**config.mk**
```make
export PLATFORM = sky130hd
export DESIGN_NAME = seqspi_engine
export DESIGN_NICKNAME = d
export VERILOG_FILES = /design/src/rtl/seqspi_pkg.sv /design/src/rtl/seqspi_op_decode.sv /design/src/rtl/seqspi_byte_shifter.sv /design/src/rtl/seqspi_engine.sv
export SDC_FILE = /design/constraint.sdc
export NUM_CORES = 1
export LEC_CHECK = 0
export BUFFER_PORTS_ARGS = -buffer_cell sky130_fd_sc_hd__buf_2
export CAP_MARGIN = 20
export CORE_ASPECT_RATIO = 0.6
export CORE_MARGIN = 4
export CORE_UTILIZATION = 55
export DETAILED_ROUTE_END_ITERATION = 16
export PLACE_DENSITY_LB_ADDON = 0.05
export RECOVER_POWER = 100
export SLEW_MARGIN = 30
export SYNTH_ARGS = -nofsm -noshare
export SYNTH_HDL_FRONTEND = slang
export SYNTH_HIERARCHICAL = 1
export SYNTH_SLANG_ARGS = --single-unit
```
**constraint.sdc**
```tcl
create_clock -name clk -period 3.99 [get_ports clk]
set_clock_uncertainty 0.05 [all_clocks]
set_input_delay 0.1995 -clock clk [delete_from_list [all_inputs] [get_ports clk]]
set_output_delay 0.1995 -clock clk [all_outputs]
set_load 0.05 [all_outputs]
```
**src/rtl/seqspi_pkg.sv**
```systemverilog
package seqspi_pkg;

    localparam int WORD_W = 64;
    localparam int ADDR_W = 4;
    localparam int DIV_W  = 12;
    localparam int ARG_W  = 4;

    localparam logic [ADDR_W-1:0] A_LOOP   = 4'd1;
    localparam logic [ADDR_W-1:0] A_CLKCFG = 4'd3;
    localparam logic [ADDR_W-1:0] A_TXD    = 4'd5;
    localparam logic [ADDR_W-1:0] A_RXD    = 4'd6;
    localparam logic [ADDR_W-1:0] A_PROG   = 4'd7;
    localparam logic [ADDR_W-1:0] A_STAT   = 4'd8;

    localparam logic [3:0] RST_PAT_A = 4'b0101;
    localparam logic [3:0] RST_PAT_B = 4'b1010;

    typedef enum logic [2:0] {
        ST_IDLE, ST_FETCH, ST_OUT_GO, ST_OUT_WAIT, ST_IN_GO, ST_IN_WAIT
    } seq_state_e;

    typedef enum logic [2:0] {
        OP_HALT, OP_SEL, OP_OUT, OP_IN, OP_COPY, OP_JUMP
    } op_kind_e;

    typedef struct packed {
        op_kind_e         kind;
        logic [ARG_W-1:0] arg;
    } op_t;

    function automatic logic [7:0] state_code(seq_state_e s);
        case (s)
            ST_IDLE:                 return 8'h01;
            ST_FETCH:                return 8'h02;
            ST_OUT_GO, ST_OUT_WAIT:  return 8'h04;
            default:                 return 8'h08;
        endcase
    endfunction

    function automatic logic [7:0] byte_at(logic [WORD_W-1:0] w, logic [2:0] k);
        return w[8*(7-int'(k)) +: 8];
    endfunction

endpackage

```
**src/rtl/seqspi_op_decode.sv**
```systemverilog
module seqspi_op_decode
    import seqspi_pkg::*;
(
    input  logic [7:0] code,
    output op_t        op
);
    always_comb begin
        op.arg  = code[3:0];
        op.kind = OP_HALT;
        case (code[7:4])
            4'h1: op.kind = OP_SEL;
            4'h3: op.kind = OP_OUT;
            4'h4: op.kind = OP_IN;
            4'hC: op.kind = (code[3:0] == 4'h0) ? OP_COPY : OP_HALT;
            4'hE: op.kind = OP_JUMP;
            default: op.kind = OP_HALT;
        endcase
    end
endmodule

```
**src/rtl/seqspi_byte_shifter.sv**
```systemverilog
module seqspi_byte_shifter
    import seqspi_pkg::*;
(
    input  logic             clk,
    input  logic             rst_n,
    input  logic             abort,
    input  logic [DIV_W-1:0] div,
    input  logic             start,
    input  logic [7:0]       tx_byte,
    input  logic             miso,
    output logic             busy,
    output logic             done,
    output logic [7:0]       rx_byte,
    output logic             sck,
    output logic             mosi
);
    typedef struct packed {
        logic             busy;
        logic             sck;
        logic [DIV_W-1:0] cnt;
        logic [2:0]       bitn;
        logic [7:0]       tx_sr;
        logic [7:0]       rx_sr;
        logic             done;
    } sh_t;

    sh_t sh_d, sh_q;

    always_comb begin
        sh_d      = sh_q;
        sh_d.done = 1'b0;
        if (abort) begin
            sh_d.busy = 1'b0;
            sh_d.sck  = 1'b0;
            sh_d.cnt  = '0;
        end else if (!sh_q.busy) begin
            if (start) begin
                sh_d.busy  = 1'b1;
                sh_d.sck   = 1'b0;
                sh_d.cnt   = '0;
                sh_d.bitn  = '0;
                sh_d.tx_sr = tx_byte;
            end
        end else if (sh_q.cnt >= div) begin
            sh_d.cnt = '0;
            sh_d.sck = !sh_q.sck;
            if (!sh_q.sck) begin
                sh_d.rx_sr = {sh_q.rx_sr[6:0], miso};
            end else if (sh_q.bitn == 3'd7) begin
                sh_d.busy = 1'b0;
                sh_d.done = 1'b1;
            end else begin
                sh_d.bitn  = sh_q.bitn + 3'd1;
                sh_d.tx_sr = {sh_q.tx_sr[6:0], 1'b0};
            end
        end else begin
            sh_d.cnt = sh_q.cnt + 1'b1;
        end
    end

    always_ff @(posedge clk or negedge rst_n) begin
        if (!rst_n) sh_q <= '0;
        else        sh_q <= sh_d;
    end

    assign busy    = sh_q.busy;
    assign done    = sh_q.done;
    assign rx_byte = sh_q.rx_sr;
    assign sck     = sh_q.sck;
    assign mosi    = sh_q.busy & sh_q.tx_sr[7];

    AST_SCK_LOW_WHEN_FREE: assert property (@(posedge clk) disable iff (!rst_n)
        !sh_q.busy |-> !sck);

    AST_SCK_HOLDS_MID_PHASE: assert property (@(posedge clk) disable iff (!rst_n)
        (sh_q.busy && !abort && sh_q.cnt < div) |=> $stable(sck));
endmodule

```
**src/rtl/seqspi_engine.sv**
```systemverilog
module seqspi_engine
    import seqspi_pkg::*;
#(
    parameter int NUM_CS = 4
) (
    input  logic              clk,
    input  logic              rst_n,
    input  logic              reg_wr,
    input  logic              reg_rd,
    input  logic [ADDR_W-1:0] reg_addr,
    input  logic [WORD_W-1:0] reg_wdata,
    output logic [WORD_W-1:0] reg_rdata,
    output logic              sck,
    output logic              mosi,
    input  logic              miso,
    output logic [NUM_CS-1:0] cs_n
);
    localparam int PC_W = 4;

    typedef struct packed {
        seq_state_e        st;
        logic [PC_W-1:0]   pc;
        logic [ARG_W-1:0]  nbytes;
        logic [ARG_W-1:0]  idx;
        logic [ARG_W-1:0]  cs_sel;
        logic [7:0]        loops;
        logic [WORD_W-1:0] clk_cfg;
        logic [WORD_W-1:0] tx_data;
        logic              tx_full;
        logic [WORD_W-1:0] rx_data;
        logic              rx_full;
        logic [WORD_W-1:0] rx_acc;
        logic [WORD_W-1:0] prog;
        logic              tx_ovr;
        logic              rx_unr;
        logic              armed;
    } eng_t;

    eng_t eng_d, eng_q;

    op_t         cur_op;
    logic        sh_start, sh_abort, sh_busy, sh_done;
    logic [7:0]  sh_tx, sh_rx;
    logic [WORD_W-1:0] acc_next;

    seqspi_op_decode u_dec (
        .code (byte_at(eng_q.prog, eng_q.pc[2:0])),
        .op   (cur_op)
    );

    seqspi_byte_shifter u_shift (
        .clk     (clk),
        .rst_n   (rst_n),
        .abort   (sh_abort),
        .div     (eng_q.clk_cfg[WORD_W-1 -: DIV_W]),
        .start   (sh_start),
        .tx_byte (sh_tx),
        .miso    (miso),
        .busy    (sh_busy),
        .done    (sh_done),
        .rx_byte (sh_rx),
        .sck     (sck),
        .mosi    (mosi)
    );

    assign acc_next = {eng_q.rx_acc[WORD_W-9:0], sh_rx};

    always_comb begin
        eng_d    = eng_q;
        sh_start = 1'b0;
        sh_abort = 1'b0;
        sh_tx    = 8'h00;

        case (eng_q.st)
            ST_FETCH: begin
                if (eng_q.pc[PC_W-1]) begin
                    eng_d.st = ST_IDLE;
                end else begin
                    case (cur_op.kind)
                        OP_SEL: begin
                            eng_d.cs_sel = cur_op.arg;
                            eng_d.pc     = eng_q.pc + 4'd1;
                        end
                        OP_OUT: begin
                            if (cur_op.arg == '0) begin
                                eng_d.pc = eng_q.pc + 4'd1;
                            end else if (eng_q.tx_full) begin
                                eng_d.st     = ST_OUT_GO;
                                eng_d.nbytes = cur_op.arg;
                                eng_d.idx    = '0;
                            end
                        end
                        OP_IN: begin
                            if (cur_op.arg == '0) begin
                                eng_d.pc = eng_q.pc + 4'd1;
                            end else if (!eng_q.rx_full) begin
                                eng_d.st     = ST_IN_GO;
                                eng_d.nbytes = cur_op.arg;
                                eng_d.idx    = '0;
                                eng_d.rx_acc = '0;
                            end
                        end
                        OP_COPY: begin
                            if (!eng_q.rx_full) begin
                                eng_d.rx_data = eng_q.tx_data;
                                eng_d.rx_full = 1'b1;
                                eng_d.pc      = eng_q.pc + 4'd1;
                            end
                        end
                        OP_JUMP: begin
                            if (eng_q.loops != 8'd0) begin
                                eng_d.loops = eng_q.loops - 8'd1;
                                eng_d.pc    = cur_op.arg;
                            end else begin
                                eng_d.pc = eng_q.pc + 4'd1;
                            end
                        end
                        default: eng_d.st = ST_IDLE;
                    endcase
                end
            end
            ST_OUT_GO: begin
                sh_start = 1'b1;
                sh_tx    = byte_at(eng_q.tx_data, eng_q.idx[2:0]);
                eng_d.st = ST_OUT_WAIT;
            end
            ST_OUT_WAIT: begin
                if (sh_done) begin
                    if (eng_q.idx + 4'd1 == eng_q.nbytes) begin
                        eng_d.tx_full = 1'b0;
                        eng_d.pc      = eng_q.pc + 4'd1;
                        eng_d.st      = ST_FETCH;
                    end else begin
                        eng_d.idx = eng_q.idx + 4'd1;
                        eng_d.st  = ST_OUT_GO;
                    end
                end
            end
            ST_IN_GO: begin
                sh_start = 1'b1;
                eng_d.st = ST_IN_WAIT;
            end
            ST_IN_WAIT: begin
                if (sh_done) begin
                    eng_d.rx_acc = acc_next;
                    if (eng_q.idx + 4'd1 == eng_q.nbytes) begin
                        eng_d.rx_data = acc_next;
                        eng_d.rx_full = 1'b1;
                        eng_d.pc      = eng_q.pc + 4'd1;
                        eng_d.st      = ST_FETCH;
                    end else begin
                        eng_d.idx = eng_q.idx + 4'd1;
                        eng_d.st  = ST_IN_GO;
                    end
                end
            end
            default: ;
        endcase

        if (reg_wr) begin
            case (reg_addr)
                A_LOOP: eng_d.loops = reg_wdata[39:32];
                A_CLKCFG: begin
                    eng_d.clk_cfg = reg_wdata;
                    eng_d.armed   = (reg_wdata[39:36] == RST_PAT_A);
                    if (eng_q.armed && reg_wdata[39:36] == RST_PAT_B) begin
                        sh_abort      = 1'b1;
                        eng_d.st      = ST_IDLE;
                        eng_d.pc      = '0;
                        eng_d.cs_sel  = '0;
                        eng_d.tx_full = 1'b0;
                        eng_d.rx_full = 1'b0;
                        eng_d.tx_ovr  = 1'b0;
                        eng_d.rx_unr  = 1'b0;
                    end
                end
                A_TXD: begin
                    if (eng_q.tx_full) begin
                        eng_d.tx_ovr = 1'b1;
                    end else begin
                        eng_d.tx_data = reg_wdata;
                        eng_d.tx_full = 1'b1;
                    end
                end
                A_PROG: begin
                    if (eng_q.st == ST_IDLE) begin
                        eng_d.prog = reg_wdata;
                        eng_d.pc   = '0;
                        eng_d.st   = ST_FETCH;
                    end
                end
                default: ;
            endcase
        end

        if (reg_rd && reg_addr == A_RXD) begin
            if (eng_q.rx_full) eng_d.rx_full = 1'b0;
            else               eng_d.rx_unr  = 1'b1;
        end
    end

    always_ff @(posedge clk or negedge rst_n) begin
        if (!rst_n) begin
            eng_q    <= '0;
            eng_q.st <= ST_IDLE;
        end else begin
            eng_q <= eng_d;
        end
    end

    always_comb begin
        case (reg_addr)
            A_LOOP:   reg_rdata = {24'd0, eng_q.loops, 32'd0};
            A_CLKCFG: reg_rdata = eng_q.clk_cfg;
            A_TXD:    reg_rdata = eng_q.tx_data;
            A_RXD:    reg_rdata = eng_q.rx_data;
            A_PROG:   reg_rdata = eng_q.prog;
            A_STAT:   reg_rdata = {eng_q.rx_full, 1'b0, eng_q.rx_unr, 1'b0,
                                   eng_q.tx_full, eng_q.tx_ovr, 2'b00,
                                   state_code(eng_q.st), 48'd0};
            default:  reg_rdata = '0;
        endcase
    end

    for (genvar g = 0; g < NUM_CS; g++) begin : g_cs
        assign cs_n[g] = (eng_q.cs_sel != ARG_W'(g + 1));
    end

    AST_CS_AT_MOST_ONE: assert property (@(posedge clk) disable iff (!rst_n)
        $onehot0(~cs_n));

    AST_TX_WRITE_FILLS: assert property (@(posedge clk) disable iff (!rst_n)
        (reg_wr && reg_addr == A_TXD && !eng_q.tx_full) |=> eng_q.tx_full);

    AST_START_ONLY_WHEN_FREE: assert property (@(posedge clk) disable iff (!rst_n)
        (eng_q.st == ST_OUT_GO || eng_q.st == ST_IN_GO) |-> !sh_busy);

    AST_RX_READ_DRAINS: assert property (@(posedge clk) disable iff (!rst_n)
        (reg_rd && reg_addr == A_RXD && eng_q.rx_full) |=> !eng_q.rx_full);

    AST_OVR_STICKY: assert property (@(posedge clk) disable iff (!rst_n)
        (eng_q.tx_ovr && !(reg_wr && reg_addr == A_CLKCFG)) |=> eng_q.tx_ovr);

    AST_IDLE_NO_SHIFT: assert property (@(posedge clk) disable iff (!rst_n)
        (eng_q.st == ST_IDLE) |-> !sh_start);
endmodule

```
======== After elaboration in Yosys (flattened, before gate mapping) ========
Cells that the tools add are included.
cells by class
  add/subtract/negate cells ............... 7
  magnitude comparators ................... 1
  eq/ne operators ......................... 53
  shift-type cells ........................ 2
  mux-type cells .......................... 91
  bitwise logic cells ..................... 5
  reduce and logical (&&, ||, !) cells .... 28
operators by type and width
  operator                                       count
  case mux 64 bit (6 select lines)               1
  2-to-1 mux 64 bit                              5
  2-to-1 mux 65 bit                              4
  2-to-1 mux 129 bit                             2
  case mux 129 bit (2 select lines)              1
  2-to-1 mux 141 bit                             1
  indexed part select 64 x 7 -> 8 bit            2
  2-to-1 mux 8 bit                               9
  2-to-1 mux 25 bit                              2
  2-to-1 mux 4 bit                               9
  2-to-1 mux 7 bit                               5
  case mux 3 bit (5 select lines)                2
  inequality test 2 bit, second input constant   14
  2-to-1 mux 12 bit                              2
  2-to-1 mux 24 bit                              1
  case mux 4 bit (3 select lines)                2
  2-to-1 mux 1 bit                               22
  2-to-1 mux 11 bit                              2
  2-to-1 mux 3 bit                               7
  == test 4 x 3 -> 1 bit, second input constant  5
  2-to-1 mux 20 bit                              1
  == test 4 bit, second input constant           4
  case mux 4 bit (4 select lines)                1
  case mux 8 bit (2 select lines)                1
  42 further kinds                               82
word-level totals
  register bits ........................... 378
  bits of input ports ..................... 73
  output and inout bits ................... 70

======== Depth between registers and ports, before layout ========
Gate-level depths: netlist of the first run.
  depth in word-level cells ............... 14
  gate-level depth with buffers ........... 14
  depth with buffers taken out ............ 9

======== Hierarchy ========
The synthesis of the first run kept the hierarchy.
by module, submodules not included
  module               times used  cells an instance  area each (um^2)  sequential area each (um^2)
  seqspi_engine        1           1,519              16,400.7          8,608.3
  seqspi_byte_shifter  1           210                2,030.7           850.8
  seqspi_op_decode     1           13                 97.6              0.0

======== Worst setup path after synthesis of the first run ========
Ideal clock, no wire load.
  path type ............................... reg-to-reg
  from .................................... reg eng_q[345] in the netlist's numbering
  to ...................................... reg eng_q[172] in the netlist's numbering
  setup time .............................. 77 ps
  arrival ................................. 3,959 ps
  required time ........................... 3,863 ps
  slack ................................... -97 ps
  stages on the path, launching flop included .. 14
  path buffers ............................ 5
  period minus slack after synthesis ...... 4,087 ps
  cells stage by stage .................... dfrtp_1 -> buf_1 -> clkbuf_1 -> mux4_2 -> mux2_2 -> nor4_1 -> o2111a_1 -> clkbuf_1 -> nor3b_1 -> nor2b_1 -> buf_2 -> buf_1 -> a22oi_1 -> a21oi_1
RTL lines
  item                    RTL line              text
  start, declared         seqspi_engine.sv:39   eng_t eng_d, eng_q;
  start signal, assigned  seqspi_engine.sv:207  eng_q <= eng_d;

======== Final worst setup path of the first run ========
  from .................................... in reg_addr[0]
  to ...................................... reg eng_q[232] in the netlist's numbering
between the ends
  longest elaborated chain between the ends .. 2
RTL lines
  item                                  RTL line              text
  start, declared                       seqspi_engine.sv:10   input logic [ADDR_W-1:0] reg_addr,
  == test 4 x 3 -> 1 bit                seqspi_engine.sv:161  case (reg_addr)
  AND reduction 3 bit (no source line)  -
Every way passes these cells.
A chain may end at the register's enable or synchronous reset.

==> metrics.md, run 1 <==
| Metric | Value |
|---|---|
| Outcome | complete, but fails checks |
| Failing checks | max-capacitance violations, max-slew violations |
| ANT nets after route | 0 |
| PwrDens | 450 nW/um^2 |
| CTS tree | done |
| Placed insts | 2240 |
| Period utilization | 0.974 |
| Net Sw Frac | 0.294 |
| Fin. Hold Viols | 0 |
| Final Non-Filler Cells | 2370 |
| Antenna violations before repair | 2 |
| Via count | 15400 |
| Comb pwr share | 0.137 |
| Multiplexer share of the synthesized area | 0.137 |
| WHS Path Cells | 3 |
| Startpoint Class | input pin |
| Layout cells sized above 1 | 0.205 |
| Worst hold path class | in2reg |
| Fillers | 2671 |
| Via density | 6.51 |
| Netlist cell types | 78 |
| First-pass GRT wire length | 95.1 mm |
| Clock slew at reported path FFs | 0.07 ns |
| Router iterations before antenna repair | 12 |
| Die width | 245 um |
| Maximum root-to-sink buffer count | 3 |
| Reg2reg end | acc_next[54]$_DFFE_PN0P_ |
| Worst r2r path cells | 11 |
| Max-Cap Viols | 7 |
| Cells after synthesis | 1742 |
| Final Critical Period | 3.89 ns |
| Placement Rows | 51 |
| Grt total ovfl | 0 |
| Post-CTS setup buffers | 0 |
| Largest family of logic cells by synthesized area | compound AO/OA/AOI/OAI gates |
| Vias in the first global route | 14700 |
| Largest net degree at the start of global routing | 112 |
| Critical Path RT | 4.35 ns |
| Critical path class | in2reg |
| DRT iter0 DRCs | 2205 |
| Sink Count | 378 |
| Post-Syn Area per Cell | 10.6 um^2 |
| P_sw | 0.00284 W |
| Initial core utilization | 0.565 |
| Layout area overhead | 15.8% |
| Fraction of registers with async set/reset | 1.00 |
| Hold_sp | reg_wr |
| Worst setup EP type | flip-flop |
| Dpl hpwl | 44.6 mm |
| Crit path max fanout | 57 |
| Number of synthesized flops with an enable pin | 0 |
| Critical R2R Launch | eng_q[345]$_DFF_PN0_ |
| Synth Area in Compound Gates | 0.152 |
| Setup tns final | 0 ns |
| I/O pins | 143 |
| Simple-gate portion of the synthesized area | 0.138 |
| Synth Cell Area | 18500 um^2 |
| Setup Slack @ Placement | 0.260 ns |
| Die extent in y | 150 um |
| Slew Limit Fails | 284 |
| H-tree levels | 2 |
| Leakage power total | 9.89 nW |
| Worst Tran Pin Value | 2.18 ns |
| Worst slew margin | -0.452 |
| PnR worst setup slack | 0.102 ns |
| GP Congestion | 0.955 |
| Mapped Nets | 1833 |
| Routed WL | 62.9 mm |
| Die area | 36800 um^2 |
| Adder and majority gate portion of the synthesized area | 0.0122 |
| R2r setup slk | 0.20 ns |
| Commonest non-fill, non-tap cells in the layout | 378 x dfrtp_1, 354 x nand2_1, 143 x mux2_2, 95 x nor2_1, 94 x a21oi_1 |
| # DRC | 0 |
| Number of port buffers | 142 |
| Placeable Area | 32800 um^2 |
| Pint | 0.00681 W |
| Synth Area in XOR/XNOR | 0.00932 |
| Num CTS Buffers | 37 |
| Post-synthesis sequential area ratio | 0.511 |
| GRT Util Overall | 0.344 |
| # setup viols final | 0 |
| Commonest non-fill, non-tap cell in the layout | dfrtp_1 |
| Max IR drop VDD | 347 uV |
| Worst-skew pair later-pin latency | 0.54 ns |
| FF+latch count, synth | 378 |
| Fin nets | 1988 |
| Sequential share of power | 0.508 |
| Max Freq | 257 MHz |
| WP data arrival | 4.24 ns |
| WL/cell | 26.5 um |
| Hold path endpoint | eng_q[196]$_DFF_PN0_ |
| Clock Power Share | 0.355 |
| Clk root buf | clkbuf_16 |
| Ys flop type | dfrtp_1 |
| Yosys warnings | 6 |
| RSZ-0062 raised after global routing | false |
-- critical path, stage by stage --
cell and delay [ns]:
clkbuf_1 0.37, and4bb_2 0.31, clkbuf_1 1.55, nand2_1 0.35, nor2_4 0.36, buf_6 0.57
mux2_2 0.42
-- layer usage --
layer	global-route usage	vias to the layer above	part of all wire
li1	-	6655	-
met5	0	-	0.00043
met3	0.127	83	0.15
met1	0.535	7739	0.44
met4	0.0559	4	0.016
met2	0.466	944	0.40
-- cell families (layout without fill, tap and decap cells) --
| logic type | count (synthesis) | count (layout) |
|---|---|---|
| buffers and inverters | 178 | 355 |
| AOI/OAI and AO/OA | 371 | 371 |
| muxes | 195 | 195 |
| xor gates and xnor gates | 18 | 18 |
| adders and majority gates | 18 | 18 |
| DFF | 378 | 378 |
| other | 0 | 1 |
| and+or+nand+nor | 584 | 584 |
-- flip-flops by register name, indices dropped and copies added (netlist names) --
register         cells
acc_next            56
u_shift/sck          1
u_shift/done         1
u_shift/rx_byte      8
eng_q              288
u_shift/sh_q        23
u_shift/busy         1
-- power by group through the flow --
stage	sequential [W]	clock (W)	combinational, W
2_1_floorplan	0.00461	0	0.000988
3_3_place_gp	0.00489	0	0.00124
3_5_place_dp	0.00491	0	0.00129
4_1_cts	0.00485	0.00346	0.00135
5_1_grt	0.00493	0.00362	0.00146
6_report	0.00490	0.00342	0.00133
-- cell usage after synthesis, drive strengths merged, types with 4 or more instances --
master / n / area [um^2]
mux2i: 19 / 190
a32oi: 12 / 105
xor2: 8 / 70.1
a32o: 4 / 40.0
nand2: 355 / 1330
a21oi: 94 / 474
mux2: 144 / 1620
clkbuf: 80 / 300
o21ai: 19 / 95.1
nand4: 10 / 62.6
mux4: 32 / 721
dfrtp: 378 / 9460
xnor2: 9 / 78.8
nand2b: 8 / 50.1
nor4b: 4 / 41.3
inv: 37 / 139
a222oi: 55 / 551
ha: 18 / 225
nand3: 30 / 150
and3: 8 / 50.1
buf: 60 / 322
nor3b: 5 / 37.5
a31oi: 4 / 31.3
a22o: 57 / 499
nand3b: 4 / 30.0
nor4: 7 / 50.1
and2: 9 / 56.3
nor2: 96 / 360
a22oi: 88 / 661
a311oi: 4 / 35.0
nor3: 22 / 115
nor2b: 6 / 37.5
-- how the worst max path moves through the flow --
stage	from	to	slack (ns)	cells after the start
6_report	reg_addr[0]	eng_q[232]$_DFFE_PN0P_	0.10	7
2_1_floorplan	eng_q[346]$_DFF_PN0_	eng_q[172]$_DFFE_PN0P_	0.04	13
5_1_grt	eng_q[346]$_DFF_PN0_	acc_next[55]$_DFFE_PN0P_	0.003	10
4_1_cts	eng_q[346]$_DFF_PN0_	eng_q[338]$_DFFE_PN0P_	0.23	10
3_3_place_gp	eng_q[345]$_DFF_PN0_	acc_next[62]$_DFFE_PN0P_	0.31	11
3_5_place_dp	eng_q[346]$_DFF_PN0_	eng_q[338]$_DFFE_PN0P_	0.26	10
-- through the flow --
stage	area (um^2)	hold slack, ns	util	power (W)
after floorplan	18500	-0.146	-	0.00559
after detailed placement	19800	0.274	0.603	0.00620
after CTS	21600	0.0600	0.659	0.00966
after global routing	21400	0.0758	0.654	0.0100
after global placement	19800	0.271	0.603	0.00614
final	21400	0.0802	0.654	0.00964
-- area by class of cell --
type                    count  area, um^2  share of cell area
repair buffers            256        1750              0.0815
clock inverters             9        83.8             0.00391
clock buffers              52        1060              0.0496
multi-input cells        1186        8390               0.391
diodes                      1        2.50            0.000117
well taps                 450         563              0.0263
inverters                  38         143             0.00665
flip-flops and latches    378        9460               0.441
-- what timing repair did --
| action | CTS | global route |
|---|---|---|
| endpoints found under the hold margin | 304 | 0 |
| gates resized for setup | 0 | 1 |
| hold buffers | 67 | 0 |
| endpoints found under the setup margin | 0 | 1 |
(Power assumes the default switching activity.)
==> run 2, diff against run 1 <==
Settings changed: CORE_UTILIZATION 55 to 57.
Clock period 3.99 ns to 4.5 ns, I/O delays scaled along.
==> run 2 against run 1 <==
  * Sequential power is 11% lower
  * Count of clock-buffer cells in the layout decreased by 2
  * Critical path type is now reg2reg
  * Total power decreased by 9.1%
  * Design area fell by 0.61%
  * Worst hold slack lost 0.038 ns
  * The run still ends with max-capacitance violations, max-slew violations left
  * Sequential share of layout area up 0.27 points
  * Largest power group unchanged
  * Highest routed layer unchanged
==> metrics.md, run 2 (same netlist as run 1, synthesis figures left out) <==
| Metric | Value |
|---|---|
| Worst hold path class | in2reg (unchanged) |
| Post-CTS setup buffers | 0 (unchanged) |
| Worst setup EP type | flip-flop (unchanged) |
| Antenna violations before repair | 5 (was 2) |
| Pwr Total | 0.00876 W (was 0.00964 W) |
| Commonest non-fill, non-tap cell in the layout | dfrtp_1 (unchanged) |
| Max IR drop VDD | 354 uV (was 347 uV) |
| GP Congestion | 0.918 (was 0.955) |
| Pint | 0.00623 W (was 0.00681 W) |
| I/O pins | 143 (unchanged) |
| R2r setup slk | 0.32 ns (was 0.20 ns) |
| Grt total ovfl | 0 (unchanged) |
| RSZ-0062 raised after global routing | false (unchanged) |
| Vias in the first global route | 14500 (was 14700) |
| # setup viols final | 0 (unchanged) |
| H-tree levels | 2 (unchanged) |
| Leakage power total | 9.76 nW (was 9.89 nW) |
| Worst Tran Pin Value | 2.32 ns (was 2.18 ns) |
| Initial core utilization | 0.586 (was 0.565) |
| Clk root buf | clkbuf_16 (unchanged) |
| Max Freq | 239 MHz |
| Max FFs per register | 288 (unchanged) |
| Hold_sp | reg_wr (unchanged) |
| Layout cells sized above 1 | 0.186 (was 0.205) |
| # DRC | 0 (unchanged) |
| Sink Count | 378 (unchanged) |
| Startpoint Class | flip-flop (was input pin) |
| P_sw | 0.00253 W (was 0.00284 W) |
| Comb pwr share | 0.133 (was 0.137) |
| Sequential share of power | 0.496 (was 0.508) |
| WP data arrival | 4.55 ns (was 4.24 ns) |
| Clock slew at reported path FFs | 0.07 ns (about the same) |
| Critical R2R Launch | eng_q[346]$_DFF_PN0_ (was eng_q[345]$_DFF_PN0_) |
| PwrDens | 411 nW/um^2 (was 450 nW/um^2) |
| ANT nets after route | 0 (unchanged) |
| Period utilization | 0.930 |
| Die width | 241 um (was 245 um) |
| Via count | 15500 (was 15400) |
| Via density | 6.64 (was 6.51) |
| Outcome | complete, but fails checks (unchanged) |
| Maximum root-to-sink buffer count | 3 (unchanged) |
| Max-Cap Viols | 6 (was 7) |
| Placeable Area | 31600 um^2 (was 32800 um^2) |
| Worst-skew pair later-pin latency | 0.55 ns (was 0.54 ns) |
| Die extent in y | 148 um (was 150 um) |
| Reg2reg end | eng_q[338]$_DFFE_PN0P_ (was acc_next[54]$_DFFE_PN0P_) |
| Util after Layout | 0.675 (was 0.654) |
| Fin. Hold Viols | 0 (unchanged) |
| Worst r2r path cells | 10 (was 11) |
| Worst slew margin | -0.545 (was -0.452) |
| Failing checks | max-capacitance violations, max-slew violations (unchanged) |
| First-pass GRT wire length | 95.4 mm (was 95.1 mm) |
| Commonest non-fill, non-tap cells in the layout | 378 x dfrtp_1, 354 x nand2_1, 142 x mux2_2, 96 x nor2_1, 93 x a21oi_1 (was 378 x dfrtp_1, 354 x nand2_1, 143 x mux2_2, 95 x nor2_1, 94 x a21oi_1) |
| Critical Path RT | 4.87 ns (was 4.35 ns) |
| GRT Util Overall | 0.355 (was 0.344) |
| Critical path class | reg2reg (was in2reg) |
| Largest Register | eng_q (unchanged) |
| Clock Power Share | 0.371 (was 0.355) |
| WL/cell | 26.9 um (was 26.5 um) |
| Cts hold-fix bufs | 67 (unchanged) |
| Slew Limit Fails | 326 (was 284) |
| CTS tree | done (unchanged) |
| Router iterations before antenna repair | 9 (was 12) |
| Fin nets | 1978 (was 1988) |
| Dpl hpwl | 43.2 mm (was 44.6 mm) |
| Final Critical Period | 4.18 ns |
| Placement Rows | 50 (was 51) |
| Setup tns final | 0 ns (unchanged) |
| DRT iter0 DRCs | 2231 (was 2205) |
| Num CTS Buffers | 36 (was 37) |
| Hold path endpoint | eng_q[196]$_DFF_PN0_ (unchanged) |
| Number of port buffers | 142 (unchanged) |
| Routed WL | 62.7 mm (was 62.9 mm) |
| Layout area overhead | 15.0% (was 15.8%) |
| Net Sw Frac | 0.289 (was 0.294) |
| Crit path max fanout | 11 (was 57) |
| Largest net degree at the start of global routing | 105 (was 112) |
| WHS Path Cells | 3 (unchanged) |
| Resize count post-CTS | 0 (unchanged) |
| Die area | 35500 um^2 (was 36800 um^2) |
## run 2: cell count changes in the layout (fill, tap and decap cells not counted), sizes merged
cell / previous run / this run
buf: 103 / 93
clkbuf: 138 / 137
clkinv: 8 / 6
inv: 37 / 38
bufinv: 1 / 5
## run 2: layout make-up
type	instances	area [um^2]
fill	2443	10300
clock buffer	50	1030
clock inverter	12	206
inverter	38	143
multi-input combinational	1186	8370
timing repair buffer	247	1580
tap	416	520
sequential	378	9460
antenna	1	2.50
## run 2: worst max-delay path, stage by stage, from the launching register on
cell	delay (ns)
dfrtp_1	0.70
buf_12	0.23
mux4_2	0.49
mux2_1	0.37
xnor2_1	0.16
o31ai_1	0.29
buf_4	0.25
nand2b_1	0.12
a2111oi_1	0.90
mux2i_1	0.21
a32o_1	0.26
## run 2: how the worst max path moves through the flow
stage                          from                        to  slack [ns]  cells past startpoint
2_1_floorplan  eng_q[345]$_DFF_PN0_    eng_q[172]$_DFFE_PN0P_        0.41                     13
3_3_place_gp   eng_q[346]$_DFF_PN0_      eng_q[351]$_DFF_PN0_        0.69                     10
3_5_place_dp   eng_q[346]$_DFF_PN0_    eng_q[163]$_DFFE_PN0P_        0.51                     11
4_1_cts        eng_q[346]$_DFF_PN0_    eng_q[163]$_DFFE_PN0P_        0.48                     11
5_1_grt        eng_q[346]$_DFF_PN0_  acc_next[56]$_DFFE_PN0P_        0.09                     12
6_report       eng_q[346]$_DFF_PN0_    eng_q[338]$_DFFE_PN0P_        0.32                     10
## run 2: layer usage
layer  track usage  wire (um)  part of all wire
met2         0.465      25000              0.40
met1         0.551      27100              0.43
met5             0         34           0.00054
met4        0.0628       1150             0.018
met3         0.154       9440              0.15
## run 2: power by group through the flow
| stage | sequential [W] | combinational [W] | clock [W] |
|---|---|---|---|
| after global placement | 0.00434 | 0.00109 | 0 |
| after global routing | 0.00437 | 0.00128 | 0.00344 |
| after CTS | 0.00430 | 0.00118 | 0.00328 |
| final | 0.00434 | 0.00117 | 0.00325 |
| after floorplan | 0.00408 | 0.000876 | 0 |
| after detailed placement | 0.00436 | 0.00113 | 0 |
## run 2: per-stage QoR
stage                     std cells  setup WS [ns]  instance area [um^2]  hold WS, ns
after floorplan                1742          0.413                 18500       -0.121
after global placement         2198          0.688                 19600        0.233
after detailed placement       2198          0.509                 19600        0.235
after CTS                      2327          0.485                 21500       0.0698
after global routing           2327         0.0900                 21300       0.0460
final                          2328          0.317                 21300       0.0423
